<file path="src/rtl/lbb_pkg.sv">
// Shared constants and types for the blink/breathe LED controller.
// Assumes a 32-bit register data path; all other sizes derive from here.
package lbb_pkg;
    localparam int DATA_W       = 32;
    localparam int SEL_W        = 3;
    localparam int LVL_W        = 8;
    localparam int DLY_W        = 12;
    localparam int STEP_W       = 8;
    localparam int WCODE_W      = 3;
    localparam int PWM_MIN_BITS = 6;
    localparam int WIDTH_MAX    = 6;
    localparam int CNT_W        = PWM_MIN_BITS + WIDTH_MAX;

    // register selects
    localparam logic [SEL_W-1:0] SEL_CTL   = 3'd0;
    localparam logic [SEL_W-1:0] SEL_LIM   = 3'd1;
    localparam logic [SEL_W-1:0] SEL_DLY   = 3'd2;
    localparam logic [SEL_W-1:0] SEL_STEP  = 3'd3;
    localparam logic [SEL_W-1:0] SEL_IVAL  = 3'd4;

    // control bit positions
    localparam int B_FAST  = 2;
    localparam int B_SYNC  = 3;
    localparam int B_ASYM  = 4;
    localparam int B_UPD   = 5;
    localparam int B_SRST  = 6;
    localparam int B_WIDTH = 8;

    typedef enum logic [1:0] {
        MODE_OFF     = 2'd0,
        MODE_BREATHE = 2'd1,
        MODE_BLINK   = 2'd2,
        MODE_ON      = 2'd3
    } mode_t;

    typedef enum logic [1:0] {
        PH_HOLD_LO, PH_RISE, PH_HOLD_HI, PH_FALL
    } phase_t;
endpackage

</file>
<file path="src/rtl/lbb_regs.sv">
// Register file: control word, shadow and live limit/delay copies, step
// and interval. Shadow copies go live through the update handshake.
// Assumes period_end is a one-clock strobe from the PWM engine.
module lbb_regs
    import lbb_pkg::*;
(
    input  logic               clk,
    input  logic               rst_n,
    input  logic               wr_en,
    input  logic [SEL_W-1:0]   wr_sel,
    input  logic [DATA_W-1:0]  wr_data,
    input  logic [SEL_W-1:0]   rd_sel,
    output logic [DATA_W-1:0]  rd_data,
    input  logic               period_end,
    output mode_t              mode,
    output logic               clk_fast,
    output logic               sync_en,
    output logic               asym,
    output logic [WCODE_W-1:0] width,
    output logic               upd_pending,
    output logic [LVL_W-1:0]   min_l,
    output logic [LVL_W-1:0]   max_l,
    output logic [DLY_W-1:0]   lo_l,
    output logic [DLY_W-1:0]   hi_l,
    output logic [STEP_W-1:0]  step,
    output logic [STEP_W-1:0]  ival
);
    logic [LVL_W-1:0] min_s, max_s;
    logic [DLY_W-1:0] lo_s, hi_s;
    logic             ctl_wr, srst_wr, busy, idle;
    logic [WCODE_W-1:0] new_width;
    logic [DATA_W-1:0]  unused_wr_bits;

    assign ctl_wr    = wr_en && (wr_sel == SEL_CTL);
    assign srst_wr   = ctl_wr && wr_data[B_SRST];
    assign busy      = (mode == MODE_BREATHE) || (mode == MODE_BLINK);
    assign idle      = !busy;
    assign new_width = wr_data[B_WIDTH +: WCODE_W];
    assign unused_wr_bits = wr_data;

    // Register state: reset, soft reset, writes and the update handshake
    always_ff @(posedge clk) begin
        if (!rst_n || srst_wr) begin
            mode <= MODE_OFF;  clk_fast <= 1'b0; sync_en <= 1'b0; asym <= 1'b0;
            width <= '0;       upd_pending <= 1'b0;
            min_s <= '0; max_s <= '0; lo_s <= '0; hi_s <= '0;
            min_l <= '0; max_l <= '0; lo_l <= '0; hi_l <= '0;
            step <= '0;  ival <= '0;
        end else begin
            if (upd_pending && (period_end || idle)) begin
                min_l <= min_s; max_l <= max_s; lo_l <= lo_s; hi_l <= hi_s;
                upd_pending <= 1'b0;
            end
            if (ctl_wr) begin
                mode     <= mode_t'(wr_data[1:0]);
                clk_fast <= wr_data[B_FAST];
                sync_en  <= wr_data[B_SYNC];
                asym     <= wr_data[B_ASYM];
                if (!busy && (int'(new_width) <= WIDTH_MAX))
                    width <= new_width;
                if (wr_data[B_UPD])
                    upd_pending <= 1'b1;
            end
            if (wr_en && (wr_sel == SEL_LIM)) begin
                min_s <= wr_data[LVL_W-1:0];
                max_s <= wr_data[2*LVL_W-1:LVL_W];
            end
            if (wr_en && (wr_sel == SEL_DLY)) begin
                lo_s <= wr_data[DLY_W-1:0];
                hi_s <= wr_data[2*DLY_W-1:DLY_W];
            end
            if (wr_en && (wr_sel == SEL_STEP)) step <= wr_data[STEP_W-1:0];
            if (wr_en && (wr_sel == SEL_IVAL)) ival <= wr_data[STEP_W-1:0];
        end
    end

    // Read mux: control word with live handshake bit, shadow copies
    always_comb begin
        rd_data = '0;
        case (rd_sel)
            SEL_CTL: begin
                rd_data[1:0]                 = mode;
                rd_data[B_FAST]              = clk_fast;
                rd_data[B_SYNC]              = sync_en;
                rd_data[B_ASYM]              = asym;
                rd_data[B_UPD]               = upd_pending;
                rd_data[B_WIDTH +: WCODE_W]  = width;
            end
            SEL_LIM:  rd_data[2*LVL_W-1:0] = {max_s, min_s};
            SEL_DLY:  rd_data[2*DLY_W-1:0] = {hi_s, lo_s};
            SEL_STEP: rd_data[STEP_W-1:0]  = step;
            SEL_IVAL: rd_data[STEP_W-1:0]  = ival;
            default:  rd_data = '0;
        endcase
    end
endmodule

</file>
<file path="src/rtl/lbb_pwm.sv">
// PWM engine shared by blink and breathe. Blink: prescaled 8-bit counter.
// Breathe: counter of 6+width bits, no prescaler. Counters clear on a mode
// change, on a restart, and whenever the mode is off or on.
module lbb_pwm
    import lbb_pkg::*;
(
    input  logic               clk,
    input  logic               rst_n,
    input  mode_t              mode,
    input  logic               tb_en,
    input  logic               restart,
    input  logic [DLY_W-1:0]   pre,
    input  logic [WCODE_W-1:0] width,
    output logic [CNT_W-1:0]   cnt,
    output logic               period_end
);
    localparam logic [CNT_W-1:0] BLINK_TOP = CNT_W'({LVL_W{1'b1}});

    mode_t            mode_q;
    logic [DLY_W-1:0] pre_cnt;
    logic [CNT_W:0]   span;
    logic [CNT_W-1:0] top;
    logic             blink, running, pre_done, adv;

    assign blink    = (mode == MODE_BLINK);
    assign running  = blink || (mode == MODE_BREATHE);
    assign span     = ({{CNT_W{1'b0}}, 1'b1} << (PWM_MIN_BITS + int'(width))) - 1'b1;
    assign top      = blink ? BLINK_TOP : span[CNT_W-1:0];
    assign pre_done = !blink || (pre_cnt >= pre);
    assign adv      = tb_en && pre_done;
    assign period_end = running && adv && (cnt == top) && !restart && (mode == mode_q);

    // Counter and prescaler advance on the selected time base
    always_ff @(posedge clk) begin
        if (!rst_n) begin
            mode_q <= MODE_OFF; cnt <= '0; pre_cnt <= '0;
        end else begin
            mode_q <= mode;
            if (restart || (mode != mode_q) || !running) begin
                cnt <= '0; pre_cnt <= '0;
            end else if (tb_en) begin
                if (!pre_done) begin
                    pre_cnt <= pre_cnt + 1'b1;
                end else begin
                    pre_cnt <= '0;
                    cnt     <= (cnt == top) ? '0 : cnt + 1'b1;
                end
            end
        end
    end
endmodule

</file>
<file path="src/rtl/lbb_ramp.sv">
// Breathe ramp: hold at floor, rise, hold at ceiling, fall, once per
// cycle; all moves happen at PWM period ends. Pulses irq on landing at
// the floor. Idles at the live floor level while not active.
module lbb_ramp
    import lbb_pkg::*;
(
    input  logic              clk,
    input  logic              rst_n,
    input  logic              active,
    input  logic              period_end,
    input  logic [LVL_W-1:0]  min_l,
    input  logic [LVL_W-1:0]  max_l,
    input  logic [DLY_W-1:0]  lo_l,
    input  logic [DLY_W-1:0]  hi_l,
    input  logic              asym,
    input  logic [STEP_W-1:0] step,
    input  logic [STEP_W-1:0] ival,
    output logic [LVL_W-1:0]  level,
    output logic              irq
);
    phase_t           ph;
    logic [DLY_W-1:0] wait_cnt, hi_hold, ival_x;
    logic [LVL_W:0]   step_eff, up_sum, dn_lim;
    logic             reach_max, reach_min;

    assign step_eff  = (step == '0) ? (LVL_W+1)'(1) : (LVL_W+1)'(step);
    assign hi_hold   = asym ? hi_l : lo_l;
    assign ival_x    = DLY_W'(ival);
    assign up_sum    = {1'b0, level} + step_eff;
    assign dn_lim    = {1'b0, min_l} + step_eff;
    assign reach_max = up_sum >= {1'b0, max_l};
    assign reach_min = {1'b0, level} <= dn_lim;

    // Phase, level and wait counter, stepped at PWM period ends
    always_ff @(posedge clk) begin
        if (!rst_n) begin
            ph <= PH_HOLD_LO; level <= '0; wait_cnt <= '0; irq <= 1'b0;
        end else if (!active) begin
            ph <= PH_HOLD_LO; level <= min_l; wait_cnt <= '0; irq <= 1'b0;
        end else begin
            irq <= 1'b0;
            if (period_end) begin
                case (ph)
                    PH_HOLD_LO:
                        if (wait_cnt >= lo_l) begin ph <= PH_RISE; wait_cnt <= '0; end
                        else wait_cnt <= wait_cnt + 1'b1;
                    PH_RISE:
                        if (wait_cnt >= ival_x) begin
                            wait_cnt <= '0;
                            if (reach_max) begin level <= max_l; ph <= PH_HOLD_HI; end
                            else level <= up_sum[LVL_W-1:0];
                        end else wait_cnt <= wait_cnt + 1'b1;
                    PH_HOLD_HI:
                        if (wait_cnt >= hi_hold) begin ph <= PH_FALL; wait_cnt <= '0; end
                        else wait_cnt <= wait_cnt + 1'b1;
                    default:
                        if (wait_cnt >= ival_x) begin
                            wait_cnt <= '0;
                            if (reach_min) begin
                                level <= min_l; ph <= PH_HOLD_LO; irq <= 1'b1;
                            end else level <= level - step_eff[LVL_W-1:0];
                        end else wait_cnt <= wait_cnt + 1'b1;
                endcase
            end
        end
    end
endmodule

</file>
<file path="src/rtl/blink_breathe_led.sv">
// Top of the blink/breathe LED controller: registers, shared PWM engine,
// breathe ramp and pin selection. Assumes tick_slow is a one-clock strobe
// synchronous to clk; the pin is a combinational decode of registers.
module blink_breathe_led
    import lbb_pkg::*;
(
    input  logic              clk,
    input  logic              rst_n,
    input  logic              tick_slow,
    input  logic              sync_pulse,
    input  logic              wr_en,
    input  logic [SEL_W-1:0]  wr_sel,
    input  logic [DATA_W-1:0] wr_data,
    input  logic [SEL_W-1:0]  rd_sel,
    output logic [DATA_W-1:0] rd_data,
    output logic              pwm_out,
    output logic              irq
);
    mode_t               mode;
    logic                clk_fast, sync_en, asym, upd_pending, period_end;
    logic [WCODE_W-1:0]  width;
    logic [LVL_W-1:0]    min_l, max_l, level;
    logic [DLY_W-1:0]    lo_l, hi_l;
    logic [STEP_W-1:0]   step, ival;
    logic [CNT_W-1:0]    cnt, duty_ext;

    lbb_regs u_regs (
        .clk(clk), .rst_n(rst_n), .wr_en(wr_en), .wr_sel(wr_sel), .wr_data(wr_data),
        .rd_sel(rd_sel), .rd_data(rd_data), .period_end(period_end),
        .mode(mode), .clk_fast(clk_fast), .sync_en(sync_en), .asym(asym),
        .width(width), .upd_pending(upd_pending),
        .min_l(min_l), .max_l(max_l), .lo_l(lo_l), .hi_l(hi_l),
        .step(step), .ival(ival)
    );

    lbb_pwm u_pwm (
        .clk(clk), .rst_n(rst_n), .mode(mode),
        .tb_en(clk_fast || tick_slow), .restart(sync_en && sync_pulse),
        .pre(lo_l), .width(width), .cnt(cnt), .period_end(period_end)
    );

    lbb_ramp u_ramp (
        .clk(clk), .rst_n(rst_n), .active(mode == MODE_BREATHE),
        .period_end(period_end), .min_l(min_l), .max_l(max_l),
        .lo_l(lo_l), .hi_l(hi_l), .asym(asym), .step(step), .ival(ival),
        .level(level), .irq(irq)
    );

    // Scale the 8-bit level onto a counter of 6+width bits
    assign duty_ext = {level, {(CNT_W-LVL_W){1'b0}}} >> (WIDTH_MAX - int'(width));

    // Pin decode per mode
    always_comb begin
        case (mode)
            MODE_OFF:    pwm_out = 1'b0;
            MODE_ON:     pwm_out = 1'b1;
            MODE_BLINK:  pwm_out = cnt[LVL_W-1:0] < min_l;
            default:     pwm_out = cnt < duty_ext;
        endcase
    end
endmodule

</file>
<file path="config.mk">
export PLATFORM = sky130hd
export DESIGN_NAME = blink_breathe_led
export DESIGN_NICKNAME = d
export VERILOG_FILES = /design/src/rtl/lbb_pkg.sv /design/src/rtl/lbb_regs.sv /design/src/rtl/lbb_pwm.sv /design/src/rtl/lbb_ramp.sv /design/src/rtl/blink_breathe_led.sv
export SDC_FILE = /design/constraint.sdc
export NUM_CORES = 1
export LEC_CHECK = 0
export ABC_CLOCK_PERIOD_IN_PS = 5000
export BUFFER_PORTS_ARGS = -buffer_cell sky130_fd_sc_hd__buf_2
export CORE_MARGIN = 5
export CORE_UTILIZATION = 55
export CTS_BUF_LIST = sky130_fd_sc_hd__clkbuf_16
export CTS_CLUSTER_SIZE = 20
export DETAILED_ROUTE_END_ITERATION = 12
export GPL_TIMING_DRIVEN = 0
export HOLD_SLACK_MARGIN = 0.03
export PLACE_DENSITY_LB_ADDON = 0.08
export SLEW_MARGIN = 20
export SYNTH_ARGS = -nofsm -noshare
export SYNTH_HDL_FRONTEND = slang
export SYNTH_SLANG_ARGS = --single-unit
export TNS_END_PERCENT = 100
</file>
<file path="constraint.sdc">
create_clock -name clk -period 5 [get_ports clk]
set_clock_uncertainty 0.15 [all_clocks]
set_input_delay 0.75 -clock clk [delete_from_list [all_inputs] [get_ports clk]]
set_output_delay 0.75 -clock clk [all_outputs]
set_load 0.01 [all_outputs]
</file>
# Word-level counts from Yosys, hierarchy flattened
# Cells that the tools add are included.
# totals
reg_bits	154
latch_bits	0
ramBits	0
rom_bits	0
input_bits	43
out_inout_bits	34
word_cells	143
n_memories	0
# classes
n_addsub	9
mul	0
div	0
n_lt_le_gt_ge	9
eq_ne	23
shifts	2
n_mux	33
bitwise	4
reduce_logical	40
# op_table
op	count
two-way mux 12 bit	7
two-way mux 8 bit	8
adder 12 x 1 -> 12 bit (second input constant)	3
greater-or-equal comparator 12 bit	3
<< shifter 1 x 32 -> 12 bit (first input constant)	1
>> shifter 12 x 32 -> 12 bit	1
case mux 6 bit (5 select lines)	1
case mux 12 bit (2 select lines)	1
adder 8 x 9 -> 9 bit	2
case mux 8 bit (2 select lines)	1
logical AND 1 bit	14
== test 12 bit	1
== test 3 x 2 -> 1 bit (second input constant)	4
greater-or-equal comparator 12 x 8 -> 1 bit	1
less-than comparator 12 bit	1
two-way mux 2 bit	6
subtractor 12 x 1 -> 12 bit (second input constant)	1
case mux 5 bit (2 select lines)	1
greater-or-equal comparator 9 x 8 -> 1 bit	1
less-or-equal comparator 8 x 9 -> 1 bit	1
case mux 3 bit (3 select lines)	1
logical NOT 8 bit	1
less-than comparator 8 bit	1
!= test 2 x 1 -> 1 bit (second input constant)	4
other kinds (27)	54

# Depth between registers and ports, before layout
# Gate-level depths: netlist of the first run.
# logic_depth
word_depth	13
ltp_mapped	20
ltp_nobuf	19

# By module
# Synthesis of the first run repeated with hierarchy kept, for this count alone.
# unflattened
cells_unflattened	1410
hier_area_um2	11583.6
# by_module_without_submodules
mod	instances	cells_each	area_per_inst_um2
lbb_regs	1	604	4954.8
lbb_ramp	1	434	3599.7
lbb_pwm	1	267	2194.6
blink_breathe_led	1	105	834.6

# Worst setup path after synthesis of the first run
# OpenSTA, ideal clock, no wires.
# synth_path
path_kind	register -> register
from	register u_regs.width[1]
to	register u_ramp.wait_cnt[2]
arrival_ns	4.314
setup_slack_ns	0.465
path_stages_with_launch	17
synth_period_minus_slack_ns	4.535
path_cell_list	dfxtp_1 -> inv_1 -> ha_1 -> buf_2 -> clkbuf_1 -> nand3_1 -> ha_1 -> clkbuf_1 -> nor4bb_1 -> a2111oi_0 -> xnor2_1 -> nand4_2 -> a2111oi_4 -> or4b_1 -> buf_2 -> or3b_1 -> a21oi_1
# synth_via
elab_chain_cells	8
# synth_lines
item	line_no	source
start: declaration	lbb_regs.sv:19	output logic [WCODE_W-1:0] width,
start signal: assignment	lbb_regs.sv:60	width <= new_width;
adder 3 x 3 -> 4 bit	lbb_pwm.sv:27	assign span = ({{CNT_W{1'b0}}, 1'b1} << (PWM_MIN_BITS + int'(width))) - 1'b1;
<< shifter 1 x 32 -> 12 bit	lbb_pwm.sv:27	
subtractor 12 x 1 -> 12 bit	lbb_pwm.sv:27	
two-way mux 12 bit	lbb_pwm.sv:28	assign top = blink ? BLINK_TOP : span[CNT_W-1:0];
== test 12 bit	lbb_pwm.sv:31	assign period_end = running && adv && (cnt == top) && !restart && (mode == mode_q);
logical AND 1 bit (3 in series)	lbb_pwm.sv:31	
end signal: assignment	lbb_ramp.sv:46	else wait_cnt <= wait_cnt + 1'b1;
end signal: assignment	lbb_ramp.sv:52	end else wait_cnt <= wait_cnt + 1'b1;
end signal: assignment	lbb_ramp.sv:55	else wait_cnt <= wait_cnt + 1'b1;
end: declaration	lbb_ramp.sv:22	logic [DLY_W-1:0] wait_cnt, hi_hold, ival_x;
# No other way between the ends.
# A chain may end at the register's enable or synchronous reset.

# Worst setup path in the final report of the first run
# layout_path
from	register u_regs.width[1]
to	register u_ramp.wait_cnt[9]
# The elaborated chain is that of the path after synthesis.

==> results of run 1 <==
cell families after synthesis:
family          Yosys count
compound gates          394
mux                      48
other cells               1
fa+ha+maj               126
simple gates            491
buf+inv                 168
flops                   154
xor+xnor                 41
registers in the layout, indices dropped and copies added (netlist names), 12 cells and up:
signal,flops
u_pwm.pre_cnt,12
u_regs.lo_l,12
u_regs.hi_l,12
u_ramp.wait_cnt,12
u_pwm.cnt,12
u_regs.lo_s,12
u_regs.hi_s,12
tightest hold or removal path: stages, from the launching register on:
cell	delay, ns
dfxtp_1	0.32
nand2_1	0.05
a21oi_1	0.06
layout make-up:
cell class	instances	area, sq um	area share, %
Tap cell	265	331.6	2.706
Buffer	89	379.1	3.094
Clock buffer	17	425.4	3.471
Timing Repair Buffer	62	320.3	2.614
Inverter	78	292.8	2.389
Multi-Input combinational cell	1108	7272	59.34
Sequential cell	154	3087	25.19
Clock inverter	15	146.4	1.195
Yosys cell counts (12+ instances only):
cell type    n
nand2_1    174
a21oi_1    167
dfxtp_1    154
ha_1       123
o21ai_0     97
nor2_1      91
inv_1       77
nand3_1     77
clkbuf_1    68
mux2i_1     41
and3_1      26
xnor2_1     23
nor2b_1     20
xor2_1      18
nand4_1     17
o211ai_1    14
a211oi_1    13
a21o_1      12
nand2b_1    12
per-stage QoR:
stage | hold WS (ns) | cells | area [sq um] | util, % | power [uW]
final | 0.3248 | 1788 | 12250 | 62.76 | 2791
after global routing | 0.3489 | 1788 | 12250 | 62.76 | 2887
after detailed placement | 0.3110 | 1754 | 11610 | 59.45 | 1536
after CTS | 0.3219 | 1786 | 12190 | 62.45 | 2793
after global placement | 0.2966 | 1753 | 11590 | 59.37 | 1532
after floorplan | 0.2863 | 1430 | 10970 | - | 1449
power breakdown:
group,switching [uW],internal [uW],total (uW)
clock,609,663,1270
combinational,169,97.8,267
sequential,15.4,1240,1250
total,793,2000,2790
routing by layer:
| metal | track usage (%) | up-vias |
|---|---|---|
| met5 | 0 | - |
| met4 | 8.341 | 0 |
| met3 | 4.728 | 45 |
| met2 | 45.26 | 328 |
| met1 | 40.27 | 4836 |
| li1 | - | 5238 |
worst paths after layout:
path / start / end / slack, ns / cells after the start
min reg2reg: u_regs.ival[4]$_SDFFE_PP0P_ / u_regs.ival[4]$_SDFFE_PP0P_ / 0.32 / 2
max: u_regs.width[1]$_SDFFE_PP0P_ / u_ramp.wait_cnt[9]$_SDFFE_PN0P_ / 0.26 / 16
min: u_regs.ival[4]$_SDFFE_PP0P_ / u_regs.ival[4]$_SDFFE_PP0P_ / 0.32 / 2
max reg2reg: u_regs.width[1]$_SDFFE_PP0P_ / u_ramp.wait_cnt[9]$_SDFFE_PN0P_ / 0.26 / 16
timing repair:
action                                  4_1_cts  5_1_grt
pin swaps                                     1        2
hold buffers                                  0        0
endpoints found under the setup margin       74       74
buffers inserted                              1        2
resized for setup                             6       20
==> flow_summary.toml, run 1 <==
[critical_path]
critPathArrivalTime_ns = 4.95
cp-start-kind = "flip-flop"
cp_data_required_time_ns = 5.21
worst_path_max_delay_cell = "dfxtp_2"
end_kind = "flip-flop"
critPathMaxStageDelay_ns = 0.47
top_family_by_delay_on_critical_path = "simple AND/OR/NAND/NOR gates"
path_max_fanout = 10
crit_chain = "inv_1, ha_1, buf_2, clkbuf_2, nand3_1, ha_1, clkbuf_2, nor4bb_1, a2111oi_1, xnor2_1, nand4_2, a2111oi_4, or4b_1, buf_2, or3b_1, a21oi_1"
cp_num_buf_inv = 5
path_class = "reg2reg"

[routing]
route.detailed.wl_per_inst_um = 17.99
drt.antenna.violating_nets = 0
met1Wirelength_um = 15010
totalWireLength_um = 32160
vias = 10450
drt-vias-per-instance = 5.843
met2_length_um = 14540
drt-pass1-iter-count = 5
topRoutingLayerUsed = "met4"
drtIter0Drc = 702
remaining_drc_errors = 0
dr_wl_met3_um = 1964

[timing]
min_period_ns = 4.740
final.period_utilization_pct = 94.79
final_number_of_hold_violating_endpoints = 0
timing.fmax_mhz = 211.0
rsz_0062_raised_after_global_routing = "no"
setup_viol = 0
slew-limit-headroom_pct = 39.16
drv_slew = 0
final_critical_path_setup_slack_ns = 0.2604
worstMarginPinSlew_ns = 0.9102
final.setup.tns_ns = 0

[cts]
tritoncts = "yes"
h-tree-depth = 4
max-clock-path-buffers = 2
cts_made_buffers = 17
worst_setup_hold_path_clk_slew_ns = 0.07
root_buffer = "clkbuf_16"
clk-insertion-delay-late_ns = 0.43
cts_num_sinks = 154

[place]
dp.final_hpwl_um = 25400
numPortBuffers = 58
gp_congestion = 0.9445
placement.setup.worst_slack_ns = -0.5320

[synth]
synthesis.instances = 1423
synth_seq_area_share_pct = 28.17
number_of_enable_flip_flop_cells_after_synthesis = 0
synth_top_cells_by_area = "dfxtp_1 28%, ha_1 14%, a21oi_1 7.6%"
synth_area_leader_cell = "dfxtp_1"
post_synth_mux_area_share_pct = 4.572
syn_area_per_cell_sq_um = 7.692
synth_xor_xnor_area_share_pct = 3.281
synth_simple_gate_area_share_pct = 21.67
synth.distinct_cells = 78
yosys_warnings = 0
compound_gate_fraction_of_synth_area_pct = 21.59
synth_adder_area_share_pct = 14.61
async_reset_ff_share_pct = 0
synth_top_area_share_pct = 28.17
mapped_area_sq_um = 10950
largest_family_of_logic_cells_by_synthesized_area = "simple AND/OR/NAND/NOR gates"
ys_dominant_reg_cell = "dfxtp_1"
ys_seq_elements = 154

[pwr]
irDropWorstVdd_uv = 206.7
pwr_density_cell_nw_per_um2 = 227.8
p_leak_uw = 0.004633

[layout]
drive_gt1_share_pct = 9.586
most-common-layout-cells = "174 x nand2_1, 166 x a21oi_1, 151 x dfxtp_1"
synth_to_final_area_change_pct = 11.96
antenna_cells = 0
final.fill_count = 1874
net_total_in_the_final_layout = 1679
mostFrequentLayoutCell = "nand2_1"

[floorplanning]
floorplan.die_area_sq_um = 22820
floorplan.die.width_um = 151.1
placementRows = 51
io_pins = 77
start_util_pct = 56.06
coreArea_sq_um = 19530
die-height_um = 151.1

[grt]
grt_remaining_overflow = 0
grt_antenna_before_repair = 0
maximum_number_of_pins_on_one_net_before_global_route_repair = 18
via_count_of_the_first_global_routing_pass = 9912
grt_first_pass_wirelength_um = 51760
groute.usage.overall_pct = 28.63

[job]
timing.max_cap.violations = 0

[min_path]
worstHoldPathType = "reg2reg"

[status]
status = "finished, final reports clean"
Note: power is estimated with default switching activity, not from simulation.
==> inputs of run 2 (changes only) <==
--- a/config.mk
+++ b/config.mk
@@ -5,6 +5,7 @@
 export SDC_FILE = /design/constraint.sdc
 export NUM_CORES = 1
 export LEC_CHECK = 0
+export ABC_AREA = 1
 export ABC_CLOCK_PERIOD_IN_PS = 5000
 export BUFFER_PORTS_ARGS = -buffer_cell sky130_fd_sc_hd__buf_2
 export CORE_MARGIN = 5
==> flow_summary.toml, run 2 <==
[cts]
tritoncts = "yes"
postCtsResizedCells = 0
h-tree-depth = 4
max-clock-path-buffers = 2
clk-insertion-delay-late_ns = 0.44
cts_made_buffers = 17
root_buffer = "clkbuf_16"
cts_num_sinks = 154
post_cts_hold_buffer_count = 0
worst_setup_hold_path_clk_slew_ns = 0.07
cts_setup_buffers = 0

[floorplanning]
die-height_um = 150.8
start_util_pct = 56.00
placementRows = 51
io_pins = 77
coreArea_sq_um = 19460
floorplan.die_area_sq_um = 22730
floorplan.die.width_um = 150.8

[pwr]
irDropWorstVdd_uv = 247.3
p_leak_uw = 0.005432
pwr_density_cell_nw_per_um2 = 245.1
p_total_uw = 2980

[synth]
number_of_enable_flip_flop_cells_after_synthesis = 0
synth.distinct_cells = 52
async_reset_ff_share_pct = 0
ys_dominant_reg_cell = "dfxtp_1"
synth_top_cells_by_area = "dfxtp_1 28%, ha_1 14%, nand2_1 11%"
synth_top_area_share_pct = 28.29
mapped_area_sq_um = 10900
syn_area_per_cell_sq_um = 6.720
synth_area_leader_cell = "dfxtp_1"
yosysMostFrequentCell = "nand2_1"
synth_seq_area_share_pct = 28.29
synthesis.instances = 1622
ys_seq_elements = 154
post_synth_most_frequent_cells = "330 x nand2_1, 200 x nor2_1, 182 x inv_1"
yosys_warnings = 0

[timing]
setup_viol = 0
rsz_0062_raised_after_global_routing = "no"
timing.fmax_mhz = 218.9
final.period_utilization_pct = 91.35
min_period_ns = 4.568
final_number_of_hold_violating_endpoints = 0
final.setup.tns_ns = 0
drv_slew = 0
worstMarginPinSlew_ns = 0.9843
slew-limit-headroom_pct = 33.88

[grt]
maximum_number_of_pins_on_one_net_before_global_route_repair = 19
grt_antenna_before_repair = 0
via_count_of_the_first_global_routing_pass = 9979
groute.usage.overall_pct = 28.25
grt_remaining_overflow = 0
grt_first_pass_wirelength_um = 50780

[critical_path]
timing.critical_path.to = "u_ramp.level[5]$_SDFFE_PN0P_"
cp_data_required_time_ns = 5.18
worst_path_max_delay_cell = "o41ai_2"
worst_r2r_path_depth = 22
cp-start-kind = "flip-flop"
crit_chain = "inv_1, nand4_1, o41ai_2, ha_1, nand3_1, nand3_1, a21oi_1, o21bai_1, xor2_1, inv_1, ha_1, nand4_1, nor2_1, nor3b_1, nand3_1, clkbuf_1, o21ai_0, nand2_1, nor2_1, nand2_1, nand2_1, nor2_1"
path_class = "reg2reg"
crit_path_start = "u_regs.step[1]$_SDFFE_PP0P_"
rr_startpoint = "u_regs.step[1]$_SDFFE_PP0P_"
end_kind = "flip-flop"
path_max_fanout = 10
crit-reg2reg-capture = "u_ramp.level[5]$_SDFFE_PN0P_"
timing.reg2reg.setup_slack_ns = 0.43
critPathMaxStageDelay_ns = 0.43
critPathArrivalTime_ns = 4.74

[layout]
net_total_in_the_final_layout = 1876
most-common-layout-cells = "330 x nand2_1, 200 x nor2_1, 182 x inv_1"
synth_to_final_area_change_pct = 11.58
layout.cell_area.non_filler_sq_um = 12160
mostFrequentLayoutCell = "nand2_1"
utilization_pct = 62.49
drive_gt1_share_pct = 7.093
antenna_cells = 0

[place]
numPortBuffers = 59
dp.final_hpwl_um = 25400
gp_congestion = 0.9362
placed_area_sq_um = 11550

[routing]
drtIter0Drc = 913
drt-vias-per-instance = 5.522
totalWireLength_um = 31720
drt-pass1-iter-count = 5
vias = 10960
route.detailed.wl_per_inst_um = 15.98
drt.antenna.violating_nets = 0
remaining_drc_errors = 0

[min_path]
worstHoldPathType = "reg2reg"

[job]
timing.max_cap.violations = 0

[status]
status = "finished, final reports clean"
[run 2: cell count changes in the layout (fill, tap and decap cells not counted), sizes merged, moves of 26 or more]
cell and delta:
o21ai +36, nand2 +158, and3 -26, nor2 +112, inv +106, mux2i -41
[run 2: worst min-delay path by stage]
stage                                       from                           end  depth (start not counted)
floorplan           u_regs.hi_s[10]$_SDFFE_PP0P_  u_regs.hi_s[10]$_SDFFE_PP0P_                          2
global placement     u_regs.hi_s[5]$_SDFFE_PP0P_   u_regs.hi_s[5]$_SDFFE_PP0P_                          2
detailed placement   u_regs.hi_s[5]$_SDFFE_PP0P_   u_regs.hi_s[5]$_SDFFE_PP0P_                          2
CTS                  u_regs.hi_s[5]$_SDFFE_PP0P_   u_regs.hi_s[5]$_SDFFE_PP0P_                          2
global route         u_regs.hi_s[8]$_SDFFE_PP0P_   u_regs.hi_s[8]$_SDFFE_PP0P_                          2
finish               u_regs.hi_s[5]$_SDFFE_PP0P_   u_regs.hi_s[5]$_SDFFE_PP0P_                          2
[run 2: critical path: cells and delay by family, from the launching register on]
family	cells	cell delay [ns]
buf+inv	3	0.57
simple gates	12	1.53
flops	1	0.41
compound gates	4	1.01
xor+xnor	1	0.20
fa+ha+maj	2	0.57
[run 2: kinds of logic (layout without fill, tap and decap cells)]
family          Yosys count  in the layout  share of synthesized area, %
flops                   154            154                         28.29
simple gates            700            700                         27.08
mux                       1              1                        0.1033
xor+xnor                 38             38                         3.054
fa+ha+maj               126            126                         14.67
buf+inv                 254            345                         9.436
other cells               1              8                       0.03441
compound gates          348            348                         17.33
[run 2: layout make-up]
type                            count  area, sq um
Multi-Input combinational cell   1221         6822
Inverter                          190        713.2
Buffer                             64        315.3
Fill cell                        1895         7301
Clock buffer                       17        425.4
Timing Repair Buffer               59        295.3
Tap cell                          265        331.6
Sequential cell                   154         3083
Clock inverter                     15        176.4
[run 2: metal layers]
metal  wire, um  GRT usage (%)  vias to the layer above
met4        704          9.293                        0
met1      13960          37.64                     4957
met2      14820          47.33                      384
met3       2238          3.890                       52
met5          0              0                        -
li1           -              -                     5569
[run 2: power breakdown]
group	switching, uW	total, uW	internal (uW)
registers	21.0	1270	1250
logic	278	420	141
clock network	618	1290	675
total	918	2980	2060
[run 2: metrics by stage]
step                      std cells  hold WS [ns]  worst slack [ns]
final                          1985        0.3133            0.4324
after global routing           1985        0.3350           0.02409
after CTS                      1985        0.3186            0.3373
after detailed placement       1953        0.3085            0.3679
after global placement         1953        0.3059            0.3315
after floorplan                1629        0.2913             1.282
